## src/rtl/clmul_seq_pkg.sv

```systemverilog
// Package: shared view encoding for the iterative carry-less multiplier.
// Assumes the two low bits of the view code follow the neighbour decoder's
// function field (01 low, 11 high, 10 reversed); 00 is folded onto low.
package clmul_seq_pkg;
    typedef enum logic [1:0] {
        VIEW_LOW_ALT = 2'b00,
        VIEW_LOW     = 2'b01,
        VIEW_REV     = 2'b10,
        VIEW_HIGH    = 2'b11
    } view_e;
endpackage

```

## src/rtl/clmul_acc_engine.sv

```systemverilog
// Module: shift-and-XOR accumulation engine.
// Loads operands on an accepted start and then runs W steps, one bit of the
// multiplier per clock, LSB first. Assumes start is ignored while busy.
module clmul_acc_engine #(
    parameter int unsigned W = 32
) (
    input  logic             clk,
    input  logic             rst_n,
    input  logic             start,
    input  logic [W-1:0]     op_a,
    input  logic [W-1:0]     op_b,
    output logic             busy,
    output logic             done,
    output logic [2*W-1:0]   acc
);
    localparam int unsigned CW   = $clog2(W);
    localparam int unsigned PW   = 2 * W;
    localparam logic [CW-1:0] LAST = CW'(W - 1);

    logic [PW-1:0] a_sh;
    logic [W-1:0]  b_sh;
    logic [CW-1:0] step;

    // Purpose: load on accepted start, then accumulate one partial product per clock.
    always_ff @(posedge clk) begin
        if (!rst_n) begin
            acc  <= '0;
            a_sh <= '0;
            b_sh <= '0;
            step <= '0;
            busy <= 1'b0;
            done <= 1'b0;
        end else begin
            done <= 1'b0;
            if (start && !busy) begin
                acc  <= '0;
                a_sh <= {{W{1'b0}}, op_a};
                b_sh <= op_b;
                step <= '0;
                busy <= 1'b1;
            end else if (busy) begin
                if (b_sh[0]) begin
                    acc <= acc ^ a_sh;
                end
                a_sh <= a_sh << 1;
                b_sh <= b_sh >> 1;
                step <= step + CW'(1);
                if (step == LAST) begin
                    busy <= 1'b0;
                    done <= 1'b1;
                end
            end
        end
    end

    assert_busy_hold_R5: assert property (@(posedge clk) disable iff (!rst_n)
        (busy && step != LAST) |=> busy);

    assert_busy_end_R6: assert property (@(posedge clk) disable iff (!rst_n)
        (busy && step == LAST) |=> (!busy && done));

    assert_done_pulse_R6: assert property (@(posedge clk) disable iff (!rst_n)
        done |=> !done);

    assert_no_restart_R8: assert property (@(posedge clk) disable iff (!rst_n)
        (busy && start && step != LAST) |=> (step == CW'($past(step) + CW'(1))));
endmodule

```

## src/rtl/clmul_view_sel.sv

```systemverilog
// Module: picks the 32-bit view from the 2W-bit product.
// The reversed view equals product bits [2W-2:W-1], so no reversal network
// is needed. Assumes acc holds the finished product when read.
module clmul_view_sel #(
    parameter int unsigned W = 32
) (
    input  clmul_seq_pkg::view_e view,
    input  logic [2*W-1:0]       acc,
    output logic [W-1:0]         res
);
    import clmul_seq_pkg::*;

    // Purpose: window selection over the accumulator.
    always_comb begin
        case (view)
            VIEW_HIGH: res = acc[2*W-1:W];
            VIEW_REV:  res = acc[2*W-2:W-1];
            default:   res = acc[W-1:0];
        endcase
    end
endmodule

```

## src/rtl/clmul_iter.sv

```systemverilog
// Module: top of the iterative carry-less multiplier.
// Latches the view code with the operands on an accepted start; the result
// is a view of the engine's accumulator and is stable while idle.
module clmul_iter #(
    parameter int unsigned W = 32
) (
    input  logic         clk,
    input  logic         rst_n,
    input  logic         start,
    input  logic [W-1:0] op_a,
    input  logic [W-1:0] op_b,
    input  logic [1:0]   view,
    output logic         busy,
    output logic         done,
    output logic [W-1:0] result
);
    import clmul_seq_pkg::*;

    view_e           view_q;
    logic [2*W-1:0]  acc;

    // Purpose: capture the requested view only when a request is accepted.
    always_ff @(posedge clk) begin
        if (!rst_n) begin
            view_q <= VIEW_LOW_ALT;
        end else if (start && !busy) begin
            view_q <= view_e'(view);
        end
    end

    clmul_acc_engine #(.W(W)) engine_i (
        .clk   (clk),
        .rst_n (rst_n),
        .start (start),
        .op_a  (op_a),
        .op_b  (op_b),
        .busy  (busy),
        .done  (done),
        .acc   (acc)
    );

    clmul_view_sel #(.W(W)) sel_i (
        .view (view_q),
        .acc  (acc),
        .res  (result)
    );

    assert_result_hold_R7: assert property (@(posedge clk) disable iff (!rst_n)
        (!busy && !start) |=> $stable(result));

    assert_done_idle_R6: assert property (@(posedge clk) disable iff (!rst_n)
        done |-> !busy);

    assert_view_kept_R8: assert property (@(posedge clk) disable iff (!rst_n)
        busy |=> $stable(view_q) || !busy);
endmodule

```

## config.mk

```make
export PLATFORM = sky130hd
export DESIGN_NAME = clmul_iter
export DESIGN_NICKNAME = d
export VERILOG_FILES = /design/src/rtl/clmul_seq_pkg.sv /design/src/rtl/clmul_acc_engine.sv /design/src/rtl/clmul_view_sel.sv /design/src/rtl/clmul_iter.sv
export SDC_FILE = /design/constraint.sdc
export NUM_CORES = 1
export LEC_CHECK = 0
export ABC_AREA = 1
export BUFFER_PORTS_ARGS = -buffer_cell sky130_fd_sc_hd__buf_2
export CORE_ASPECT_RATIO = 1.4
export CORE_MARGIN = 1
export CORE_UTILIZATION = 56
export DETAILED_ROUTE_END_ITERATION = 10
export GPL_ROUTABILITY_DRIVEN = 0
export MAX_ROUTING_LAYER = met4
export PLACE_DENSITY = 0.78
export RECOVER_POWER = 25
export SETUP_SLACK_MARGIN = 0.2
export SKIP_LAST_GASP = 1
export SLEW_MARGIN = 20
export SYNTH_ARGS = -nofsm -noshare
export SYNTH_HDL_FRONTEND = slang
export SYNTH_SLANG_ARGS = --single-unit
```

## constraint.sdc

```tcl
create_clock -name clk -period 1.66 [get_ports clk]
set_input_delay 0.166 -clock clk [delete_from_list [all_inputs] [get_ports clk]]
set_output_delay 0.166 -clock clk [all_outputs]
set_load 0.02 [all_outputs]
```

Word-level counts from Yosys, hierarchy flattened
Cells that the tools add are included.
{"block": "word_totals", "register_bits": 169, "inputBits": 69, "out_inout_bits": 34, "word_cells": 30}
{"block": "op_classes", "n_addsub": 1, "n_eq_ne": 3, "n_mux": 9, "n_bitwise": 3, "reduce_logical": 6}
{"cell": "$mux W32", "n": 4}
{"cell": "$pmux W32 S2", "n": 1}
{"cell": "$xor A64 B64 Y64", "n": 1}
{"cell": "$add A5 B1 Y5 const B", "n": 1}
{"cell": "$eq A5 B5 Y1 const B", "n": 1}
{"cell": "$eq A2 B2 Y1 const B", "n": 2}
{"cell": "$mux W1", "n": 4}
{"cell": "$reduce_or A3 Y1", "n": 1}
{"cell": "$not A1 Y1", "n": 2}
{"cell": "$reduce_and A2 Y1", "n": 1}
{"cell": "$reduce_bool A2 Y1", "n": 1}
{"cell": "$reduce_or A2 Y1", "n": 1}
{"cell": "$logic_and A1 B1 Y1", "n": 1}
{"cell": "$logic_not A1 Y1", "n": 1}

Logic depth before layout (Yosys ltp)
Gate-level depths: netlist of the first run.
{"block": "depth", "ltp_word": 4, "depth_mapped": 8, "mapped_depth_nobuf": 6}

Cells and area by module
From an unflattened synthesis of the first run, not the netlist that was laid out.
{"block": "hier_totals", "hier_cells": 1289, "hier_area_um2": 8305.5}
{"module": "clmul_acc_engine", "instances": 1, "cells_each": 1127, "area_each_um2": 7392.1, "seq_area_each_um2": 3343.2}
{"module": "clmul_view_sel", "instances": 1, "cells_each": 147, "area_each_um2": 819.5, "seq_area_each_um2": 0.0}
{"module": "clmul_iter", "instances": 1, "cells_each": 15, "area_each_um2": 93.8, "seq_area_each_um2": 40.0}

Worst setup path after synthesis of the first run
OpenSTA, ideal clock, no wires.
{"block": "synth_timing", "kind": "flip-flop to flip-flop", "startpoint": "register engine_i.busy", "endpoint": "register engine_i.acc[53]", "setup_ns": 0.112, "arrival_ns": 1.162, "t_required_ns": 1.548, "setup_slack_ns": 0.386, "stages_incl_launch_ff": 9, "n_path_buf": 3, "synth_period_minus_slack_ns": 1.274, "path_cell_list": "dfxtp_1 buf_4 nand2_2 inv_2 buf_6 buf_6 nand3_1 nand2_1 nor2_1"}
{"block": "synth_between", "elab_chain_cells": 3, "word_cells_on_any_way": 4, "cone_classes": "4 x reduce/logical"}
{"item": "from (decl)", "line": "clmul_acc_engine.sv:12", "source": "output logic busy,"}
{"item": "from (signal assigned)", "line": "clmul_acc_engine.sv:31", "source": "busy <= 1'b0;"}
{"item": "from (signal assigned)", "line": "clmul_acc_engine.sv:40", "source": "busy <= 1'b1;"}
{"item": "from (signal assigned)", "line": "clmul_acc_engine.sv:49", "source": "busy <= 1'b0;"}
{"item": "$logic_not A1 Y1", "line": "clmul_acc_engine.sv:35", "source": "if (start && !busy) begin"}
{"item": "$logic_and A1 B1 Y1", "line": "clmul_acc_engine.sv:35"}
{"item": "$reduce_or A2 Y1 (no source line)"}
{"item": "to (signal assigned)", "line": "clmul_acc_engine.sv:43", "source": "acc <= acc ^ a_sh;"}
{"item": "to (decl)", "line": "clmul_acc_engine.sv:14", "source": "output logic [2*W-1:0] acc"}
Several ways; a longest one is shown, not always the timed one.
A chain may end at the register's enable or synchronous reset.

Worst setup path after layout of the first run
{"block": "layout_timing", "startpoint": "register view_q[0]", "endpoint": "output port result[11]"}
{"block": "layout_between", "elab_chain_cells": 2, "word_cells_on_any_way": 3, "cone_classes": "2 x eq/ne; 1 x mux"}
{"item": "from (decl)", "line": "clmul_iter.sv:19", "source": "view_e view_q;"}
{"item": "from (signal assigned)", "line": "clmul_iter.sv:27", "source": "view_q <= view_e'(view);"}
{"item": "$eq A2 B2 Y1", "line": "clmul_view_sel.sv:15", "source": "case (view)"}
{"item": "$pmux W32 S2 (*)", "line": "clmul_view_sel.sv:15"}
{"item": "to (decl)", "line": "clmul_iter.sv:15", "source": "output logic [W-1:0] result"}
Mark *: on every way between the ends. The rest lies on a longest branch, timed or not.

==> impl_results.md, run 1 <==
* Status: finished with violations
* Failing checks: setup timing
* CTS tree: done
* Pwr dens at 939 nW/µm²
* NetSw at 2.25 mW
* Nets at 1363
* Final Power at 9.37 mW
* Largest net degree at the start of global routing at 50
* Unique masters post-synth at 23
* GRT Residual Overflow at 0
* Slew Limit Fails at 0
* RSZ-0062 raised after global routing: true
* Setup TNS at -0.887 ns
* Via density at 5.29
* Critical path type: reg2out
* GRT Overall Usage at 28.9%
* Final HPWL DP at 12200 µm
* Clock buffer count from CTS at 17
* Initial antenna violation count at 0
* Hold Fails Final Rpt at 0
* Clk buf depth at 2
* Least-Margin Pin Slew at 0.592 ns
* Final Cell Area at 9980 µm²
* Slew HR at 60.6%
* DRT Wirelength at 21000 µm
* Clk slew on worst S/H paths at 0.06 ns
* Worst EP arrival at 1.56 ns
* Fmax at 578 MHz
* FP Rows at 51
* Fin cells at 1489
* CP endpoint kind: primary output
* Fill cell count at 1168
* Seq pwr share at 45.3%
* Maximum VDD drop at 671 µV
* Root Buffer: clkbuf_16
* Flop2flop setup slack at 0.03 ns
* Core region area at 14000 µm²
* #FFs+latches synth at 169
* Port Buf Inserts at 102
* Tcrit/Tclk final at 104%
* # DRC at 0
* Die X-Extent at 104 µm
* Required time worst endpoint at 1.49 ns
* First drt pass iteration count at 5
* Syn Nets at 1282
* Antenna viol nets, final at 0
* Post-route minimum period at 1.73 ns
* Starting Density at 57.7%
* Die Ht at 144 µm
* I/O Pins at 103
* Ys Warns at 0
* Final setup viols at 22
* Area Overhead vs Synth at 23.1%
* Seq/Total Area, Yosys at 41.8%
* Synth Area per Inst at 6.70 µm²
* Core Util, Final at 71.1%
* Placed Instance Area at 8650 µm²
* Leakage power at 4.54 nW
* Hold Crit Start: view[0]
* Setup crit start kind: flop
* Cell Area, Synth at 8100 µm²
* Clock latency on the worst-skew pair at 0.43 ns
* Inst Count DP at 1444
* Share of cells above drive strength 1 at 18.3%
* Clock share of power at 45.6%
* CP Max Fanout at 6
* First-iteration detailed-routing DRC count at 385
* Synthesized instance count at 1210
* Final setup margin at -0.0697 ns
* Cell Int Power at 7.12 mW
* Place WS at 0.260 ns
* Max-Cap Viols at 0
* Critical Path Source: view_q[0]$_SDFFE_PN0P_
* Min Hold Slack at 0.0517 ns
* First-pass GRT wire length at 33400 µm
* Clk sinks at 169
* Worst min path class: in2reg
* # diodes at 0
* Die area at 15000 µm²
* Switching share of power at 24.0%
* Comb pwr share at 9.1%
* R2r startpoint: engine_i.busy$_SDFF_PN0_
* Vias in the first global route at 7300
* H-tree depth at 4
* Vias at 7878
* Drt wl/cell at 14.1 µm
* Final Skew at 0.0120 ns
==> layout make-up <==
class | instances | area, µm² | area share, %
Tap cell | 185 | 231 | 2.32
Clock buffer | 22 | 474 | 4.75
Sequential cell | 169 | 3390 | 34.0
Inverter | 136 | 515 | 5.17
Clock inverter | 10 | 166 | 1.67
Timing Repair Buffer | 139 | 1150 | 11.6
Multi-Input combinational cell | 828 | 4050 | 40.6
==> cells in the mapped netlist <==
library cell	count	area [µm²]
buf_4	6	45.0
nor2_1	68	255
inv_4	1	6.26
nand3_2	1	10.0
nor3b_1	1	7.51
a21oi_2	21	184
nand2_1	483	1810
dfxtp_1	169	3380
o21ai_0	3	15.0
a211oi_1	1	7.51
o221ai_1	32	280
nand2_2	2	12.5
nor3_1	5	25.0
nand3_1	188	941
ha_1	3	37.5
buf_1	1	3.75
inv_1	134	503
buf_6	22	248
a21oi_1	18	90.1
clkbuf_1	17	63.8
inv_2	1	3.75
buf_2	31	155
nor2_2	2	12.5
==> sequential cells by signal, indices dropped and copies added, names as in the netlist <==
register and flops:
view_q 2, engine_i.busy 1, engine_i.done 1, engine_i.acc 64
engine_i.b_sh 32, engine_i.step 5, engine_i.a_sh 64
==> worst max-delay path: stages, from the launching register on <==
cell      delay, ns
dfxtp_4        0.38
nor2_4         0.19
buf_12         0.15
buf_16         0.14
nand2_2        0.05
o221ai_2       0.06
buf_4          0.17
==> routing by layer <==
layer  track usage, %  up-vias  wire length (µm)
met5                -        -                 0
met4             14.4        0               637
met3             4.51       51               809
met2             51.6      189             10900
met1             31.5     3675              8600
li1                 -     3963                 -
==> path summary, 6_finish.rpt <==
kind	end	cells after the start
hold reg to reg	engine_i.b_sh[31]$_SDFFE_PN0P_	2
hold / removal	view_q[0]$_SDFFE_PN0P_	3
setup reg to reg	engine_i.b_sh[10]$_SDFFE_PN0P_	7
setup / recovery	result[11]	6
==> what timing repair did <==
| action | 4_1_cts | 5_1_grt |
|---|---|---|
| gates cloned | 5 | 1 |
| hold buffers | 3 | 0 |
| buffers inserted | 4 | 0 |
| setup endpoints to repair | 33 | 48 |
| pin swaps | 1 | 1 |
| gates resized for setup | 80 | 32 |
| hold endpoints to repair | 3 | 0 |
==> power groups by stage <==
| stage | registers, mW | logic [mW] | clock network [mW] |
|---|---|---|---|
| final | 4.25 | 0.854 | 4.27 |
| after global routing | 4.26 | 0.946 | 4.46 |
| after CTS | 4.25 | 0.848 | 4.30 |
| after detailed placement | 4.33 | 0.751 | 0 |
| after global placement | 4.33 | 0.738 | 0 |
| after floorplan | 4.31 | 0.551 | 0 |
==> cell families after synthesis <==
kind of cell | after synthesis | synth area share, %
AOI/OAI and AO/OA | 75 | 7.12
and+or+nand+nor | 750 | 38.0
buffers and inverters | 213 | 12.7
DFF | 169 | 41.8
adders and majority gates | 3 | 0.463
==> cells in the final DEF (no fill, tap or decap), types with 5 or more instances in the layout <==
master | synthesis | final
nor3_1 | 5 | 5
clkbuf_16 | 0 | 18
nand2_4 | 0 | 6
buf_6 | 22 | 13
nand2_1 | 483 | 471
a21oi_2 | 21 | 21
nand3_1 | 188 | 188
o221ai_4 | 0 | 8
nor2_1 | 68 | 68
o221ai_2 | 0 | 21
a21oi_1 | 18 | 18
nand2_2 | 2 | 7
buf_12 | 0 | 9
buf_4 | 6 | 31
buf_2 | 31 | 72
dfxtp_1 | 169 | 166
inv_1 | 134 | 133
Note: power is estimated with default switching activity, not from simulation.
==> inputs of run 2 (changes only) <==
--- a/config.mk
+++ b/config.mk
@@ -5,7 +5,6 @@
 export SDC_FILE = /design/constraint.sdc
 export NUM_CORES = 1
 export LEC_CHECK = 0
-export ABC_AREA = 1
 export BUFFER_PORTS_ARGS = -buffer_cell sky130_fd_sc_hd__buf_2
 export CORE_ASPECT_RATIO = 1.4
 export CORE_MARGIN = 1
==> run 2 against run 1 <==
  * Global-route usage fell by 5.2 points
  * Critical path depth fell by 1
  * Design area fell by 11%
  * Count of clock-buffer cells in the layout shrank 1
  * Synthesized cell count decreased by 33%
  * Worst hold slack lost 0.038 ns
  * Power rose by 1.6%
  * First-iteration DRC count shrank 25%
  * The flow still finishes with violations (setup timing)
==> impl_results.md, run 2 <==
* Syn Nets at 878 (-32%)
* Min Hold Slack at 0.0141 ns (-0.0376 ns)
* Register area at 3390 µm² (about the same)
* # diodes at 0 (unchanged)
* Vias in the first global route at 5423 (-26%)
* Slew HR at 69.1% (+8.5 points)
* Clk sinks at 169 (unchanged)
* Fill cell count at 986 (-16%)
* Hold Fails Final Rpt at 0 (unchanged)
* Crit-path cells: buf_6, buf_16, mux2i_1, a21oi_2, buf_4
* FP Rows at 49 (-3.9%)
* Failing checks: setup timing
* Clock latency on the worst-skew pair at 0.42 ns (about the same)
* Area taken by multi-input logic gates at 3680 µm² (-9.1%)
* Worst min path class: in2reg
* Synth Area per Inst at 9.31 µm² (+39%)
* Tcrit/Tclk final at 104% (-0.41 points)
* Area Overhead vs Synth at 18.7%
* Core region area at 12900 µm² (-7.9%)
* Clk slew on worst S/H paths at 0.06 ns (about the same)
* First-iteration detailed-routing DRC count at 289 (-25%)
* Final setup margin at -0.0629 ns (+0.00680 ns)
* Reg-to-Reg End: engine_i.acc[34]$_SDFFE_PP0P_
* H-tree depth at 4 (unchanged)
* Number of flops mapped to enable cells by yosys at 0 (unchanged)
* CP top delay family: buffers and inverters
* Critical path type: reg2out
* Final Skew at 0.00672 ns (-0.00524 ns)
* Required time worst endpoint at 1.49 ns (about the same)
* Hold endpoint: view_q[0]$_SDFFE_PN0P_
* GRT Overall Usage at 23.7% (-5.2 points)
* Final setup viols at 7 (-68%)
* Initial antenna violation count at 0 (unchanged)
* CP Depth at 5 (-1)
* Final Power at 9.53 mW (+1.6%)
* DRT Wirelength at 15900 µm (-24%)
* Pwr dens at 1070 nW/µm² (+14%)
* Synth top area cells: dfxtp_1 45%, mux2i_1 18%, xor2_1 7.7%
* Max-Cap Viols at 0 (unchanged)
* GRT Residual Overflow at 0 (unchanged)
* Cell Area, Synth at 7500 µm² (-7.4%)
* Synthesized instance count at 806 (-33%)
* Share of the synthesized area in the top cell type at 45.1% (+3.4 points)
* Port Buf Inserts at 102 (unchanged)
* R2r startpoint: engine_i.busy$_SDFF_PN0_
* Least-Margin Pin Slew at 0.464 ns (-0.128 ns)
* Clock buffer count from CTS at 17 (unchanged)
* Leakage power at 3.58 nW (-21%)
* R2r worst-path depth at 4 (-3)
* Die X-Extent at 99.8 µm (-3.7%)
* Seq/Total Area, Yosys at 45.1% (+3.4 points)
* Starting Density at 58.0% (+0.27 points)
* I/O Pins at 103 (unchanged)
* Ys Warns at 0 (unchanged)
* Hold depth at 3 (unchanged)
* Final HPWL DP at 9840 µm (-19%)
* Vias at 5730 (-27%)
* Root Buffer: clkbuf_16
* CP Max Fanout at 8 (+2)
* Hold Crit Start: view[0]
* Slew Limit Fails at 0 (unchanged)
* Die area at 13900 µm² (-7.3%)
* Post-route minimum period at 1.72 ns (-0.00680 ns)
* Fmax at 580 MHz (+0.39%)
* Die Ht at 139 µm (-3.7%)
* Unique masters post-synth at 25 (+8.7%)
* First-pass GRT wire length at 25900 µm (-23%)
* Flop2flop setup slack at -0.01 ns (-0.04 ns)
* Top cell type by total area after synthesis: dfxtp_1
* Worst EP arrival at 1.56 ns (about the same)
* Setup crit start kind: flop
* Ys async rst share at 0% (unchanged)
* Commonest cells in the netlist: 169 x dfxtp_1, 135 x nor2_1, 132 x mux2i_1
* RSZ-0062 raised after global routing: true
* #FFs+latches synth at 169 (unchanged)
* Share of cells above drive strength 1 at 19.2% (+0.90 points)
* Nets at 957 (-30%)
* CTS tree: done
* CP endpoint kind: primary output
* Most numerous cell in the Yosys netlist: dfxtp_1
* Buf/Inv on CP at 3 (unchanged)
* Largest regs: engine_i.a_sh: 64 flops, engine_i.acc: 64 flops, engine_i.b_sh: 32 flops
* Antenna viol nets, final at 0 (unchanged)
* First drt pass iteration count at 5 (unchanged)
* Via density at 5.33 (+0.65%)
* Largest net degree at the start of global routing at 65 (+30%)
* Setup TNS at -0.172 ns (+0.715 ns)
* Commonest non-fill, non-tap cell in the layout: dfxtp_1
* Most frequent cells in the layout: 166 x dfxtp_1, 135 x nor2_1, 128 x mux2i_1
* # DRC at 0 (unchanged)
* Clk buf depth at 2 (unchanged)
* Worst path max stage delay at 0.38 ns (about the same)
* Slowest CP cell: dfxtp_4
* Maximum VDD drop at 713 µV (+6.2%)
* Drt wl/cell at 14.8 µm (+5.0%)
* Ys flop type: dfxtp_1
* Status: finished with violations
-- run 2: stage by stage --
stage,util [%],std cells,cell area (µm²),setup WS [ns]
6_report,68.8,1076,8900,-0.0629
5_1_grt,68.8,1076,8900,-0.109
4_1_cts,68.3,1074,8830,-0.0539
3_5_place_dp,61.8,1035,8000,0.307
3_3_place_gp,61.8,1035,8000,0.320
2_1_floorplan,-,806,7500,0.321
-- run 2: kinds of logic (layout without fill, tap and decap cells) --
family	count (synthesis)	in the layout	share of synthesized area, %
flip-flops	169	169	45.1
buffers and inverters	69	161	6.62
AND/OR/NAND/NOR	209	209	11.9
adder cells (fa/ha/maj)	3	3	0.500
multiplexers	132	132	17.6
XOR/XNOR	67	67	7.82
AO/OA/AOI/OAI	157	157	10.5
-- run 2: metal layers --
metal / share of wire (%) / GRT usage (%)
met4: 1.1 / 6.89
met5: 0 / -
met3: 4.1 / 4.64
met1: 45 / 29.5
met2: 50 / 38.7
-- run 2: timing repair --
action	4_1_cts	5_1_grt
pin swaps	31	0
gates resized for setup	35	14
cloned	3	2
buffers inserted	2	0
hold buffers	2	0
hold endpoints to repair	2	0
setup endpoints to repair	33	67
-- run 2: layout make-up --
| cell class | instances | share of cell area, % |
|---|---|---|
| clock buffers | 21 | 5.28 |
| repair buffers | 128 | 11.1 |
| flip-flops and latches | 169 | 38.1 |
| well taps | 178 | 2.50 |
| multi-input cells | 568 | 41.3 |
| inverters | 1 | 0.0703 |
| clock inverters | 11 | 1.62 |
-- run 2: where the power goes --
group	leakage (nW)	internal (mW)	switching [mW]
Combinational	1.90	0.489	0.639
Sequential	1.38	4.22	0.122
Clock	0.299	2.49	1.57
-- run 2: worst reg2reg max path, cell delays in order, from the launching register on --
cell     delay (ns)
dfxtp_1        0.60
buf_6          0.45
nand3_1        0.19
xor2_1         0.23
nor2_1         0.08
-- run 2: worst max-delay path by stage --
| stage | from | endpoint | slack (ns) |
|---|---|---|---|
| floorplan | view_q[1]$_SDFFE_PN0P_ | result[10] | 0.32 |
| global placement | engine_i.busy$_SDFF_PN0_ | engine_i.a_sh[14]$_SDFFE_PN0P_ | 0.32 |
| CTS | view_q[0]$_SDFFE_PN0P_ | result[31] | -0.05 |
| global route | view_q[0]$_SDFFE_PN0P_ | result[2] | -0.11 |
| finish | view_q[0]$_SDFFE_PN0P_ | result[2] | -0.06 |
| detailed placement | engine_i.busy$_SDFF_PN0_ | engine_i.a_sh[14]$_SDFFE_PN0P_ | 0.31 |
==> inputs of run 3 (changes only) <==
==> constraint.sdc (replaced) <==
create_clock -name clk -period 2.16 [get_ports clk]
set_input_delay 0.108 -clock clk [delete_from_list [all_inputs] [get_ports clk]]
set_output_delay 0.108 -clock clk [all_outputs]
set_load 0.02 [all_outputs]
==> run 3 against run 2 <==
  * The run ends with hold timing left
  * Design area increased by 1.1%
  * Clock power shrank 26%
  * Cell count up 3.5%
  * Non-clock buffer count grew 39
  * Wire length is 2.1% higher
  * Die area is the same
  * Critical path depth down 1
  * Critical endpoint is now result[27]
  * Via count rose by 2.5%
  * Global-route usage increased by 1.2 points
  * First-iteration DRC count fell by 8.7%
  * Register-to-register slack gained 0.52 ns
==> impl_results.md, run 3 (synthesized netlist as in run 2, its figures left out) <==
* Final HPWL DP at 9950 µm (+1.1%)
* Die Ht at 139 µm (unchanged)
* Comb pwr share at 11.5% (-0.3 points)
* Place WS at 0.653 ns (+0.346 ns)
* H-tree depth at 4 (unchanged)
* Core region area at 12900 µm² (unchanged)
* # DRC at 0 (unchanged)
* # diodes at 0 (unchanged)
* Setup TNS at 0 ns (+0.172 ns)
* Seq pwr share at 46.6% (+1.0 points)
* Final Power at 7.18 mW (-25%)
* Pwr dens at 798 nW/µm² (-25%)
* Maximum VDD drop at 624 µV (-12%)
* Initial antenna violation count at 0 (unchanged)
* FP Rows at 49 (unchanged)
* Vias in the first global route at 5679 (+4.7%)
* Switching share of power at 24.0% (-0.50 points)
* Slew Limit Fails at 0 (unchanged)
* Clock share of power at 41.9% (-0.7 points)
* Fmax at 555 MHz
* Status: finished with violations
* Slew HR at 59.9% (-9.2 points)
* Final setup margin at 0.358 ns (+0.421 ns)
* Clk buf depth at 2 (unchanged)
* Die area at 13900 µm² (unchanged)
* Area Overhead vs Synth at 20.1%
* Commonest non-fill, non-tap cell in the layout: dfxtp_1
* Share of cells above drive strength 1 at 15.4% (-3.8 points)
* Max-Cap Viols at 0 (unchanged)
* Clock latency on the worst-skew pair at 0.42 ns (about the same)
* RSZ-0062 raised after global routing: false
* GRT Overall Usage at 24.9% (+1.2 points)
* Setup crit start kind: flop
* Hold Fails Final Rpt at 1 (+1)
* Die X-Extent at 99.8 µm (unchanged)
* Root Buffer: clkbuf_16
* Core Util, Final at 69.6% (+0.77 points)
* Port Buf Inserts at 102 (unchanged)
* R2r startpoint: engine_i.busy$_SDFF_PN0_
* Largest net degree at the start of global routing at 126 (+94%)
* First-pass GRT wire length at 26900 µm (+3.8%)
* Worst min path class: in2reg
* Worst EP arrival at 1.69 ns (+0.13 ns)
* Min Hold Slack at -0.00480 ns (-0.0189 ns)
* Required time worst endpoint at 2.05 ns (+0.56 ns)
* Most frequent cells in the layout: 165 x dfxtp_1, 135 x nor2_1, 132 x mux2i_1
* Antenna viol nets, final at 0 (unchanged)
* Tcrit/Tclk final at 83.4%
* Nets at 996 (+4.1%)
* Critical path type: reg2out
* Clock buffer count from CTS at 17 (unchanged)
* CTS tree: done
* Final setup viols at 0 (-7)
* GRT Residual Overflow at 0 (unchanged)
* Largest regs: engine_i.a_sh: 64 flops, engine_i.acc: 64 flops, engine_i.b_sh: 32 flops
* Clk slew on worst S/H paths at 0.06 ns (about the same)
* Clk sinks at 169 (unchanged)
* CP Max Fanout at 23 (+15)
* Starting Density at 58.0% (unchanged)
* Least-Margin Pin Slew at 0.601 ns (+0.137 ns)
* Cell Int Power at 5.46 mW (-24%)
* Leakage power at 3.66 nW (+2.1%)
* DRT Wirelength at 16200 µm (+2.1%)
* Via density at 5.27 (-1.0%)
* I/O Pins at 103 (unchanged)
* Failing checks: hold timing
* CP endpoint kind: primary output
* Critical Path Source: view_q[0]$_SDFFE_PN0P_
* Drt wl/cell at 14.6 µm (-1.4%)
* Hold Crit Start: op_b[23]
* Final Skew at 0.0103 ns (+0.00354 ns)
* Vias at 5873 (+2.5%)
* NetSw at 1.72 mW (-26%)
* First drt pass iteration count at 6 (+1)
* Post-route minimum period at 1.80 ns
* First-iteration detailed-routing DRC count at 264 (-8.7%)
* Fill cell count at 987 (+0.10%)
## run 3: cell count changes in the layout (fill, tap and decap cells not counted), moves of 6 or more
cell           change
buf_4             -27
buf_2             +25
a21oi_1            +6
a21oi_2            -6
dlygate4sd3_1     +52
## run 3: layer usage
layer  global-route usage (%)  share of wire [%]  up-vias
li1                         -                  -     2992
met4                     8.90                1.9        0
met3                     4.69                4.0       24
met5                        -                  0        -
met1                     30.6                 45     2721
met2                     40.5                 50      136
## run 3: layout make-up
cell class / count / area (µm²) / area share (%)
Timing Repair Buffer: 167 / 1180 / 13.1
Tap cell: 178 / 223 / 2.47
Clock buffer: 22 / 464 / 5.15
Inverter: 1 / 5.00 / 0.0556
Multi-Input combinational cell: 568 / 3610 / 40.1
Sequential cell: 169 / 3390 / 37.7
Clock inverter: 9 / 123 / 1.36
## run 3: worst max-delay path, cell delays in order, from the launching register on
cell     delay [ns]
dfxtp_4        0.47
buf_12         0.23
mux2i_1        0.09
a21oi_1        0.25
buf_2          0.22
## run 3: worst paths after layout
path	endpoint	slack, ns	depth (start not counted)
worst max-delay path	result[27]	0.36	4
worst min-delay path	engine_i.b_sh[23]$_SDFFE_PN0P_	-0.005	3
worst max register to register	engine_i.b_sh[19]$_SDFFE_PN0P_	0.51	4
worst min register to register	engine_i.a_sh[63]$_SDFFE_PP0P_	0.51	2
## run 3: power groups by stage
stage	registers (mW)	logic, mW	clock network [mW]
after floorplan	3.37	0.623	0
after global placement	3.41	0.732	0
after detailed placement	3.41	0.744	0
after CTS	3.34	0.821	3.05
after global routing	3.36	0.902	3.20
final	3.34	0.829	3.01
## run 3: timing repair
item,CTS,global route
setup buffers,0,0
hold buffers,53,1
hold endpoints to repair,53,1
endpoints found under the setup margin,0,1
resized for setup,0,1
## run 3: stage by stage
step | cells | cell area (µm²) | hold WS (ns)
after detailed placement | 1029 | 7890 | 0.355
final | 1114 | 9000 | -0.00480
after CTS | 1113 | 9000 | 0.00163
after global placement | 1029 | 7890 | 0.351
after floorplan | 806 | 7500 | 0.255
after global routing | 1114 | 9000 | 0.0118
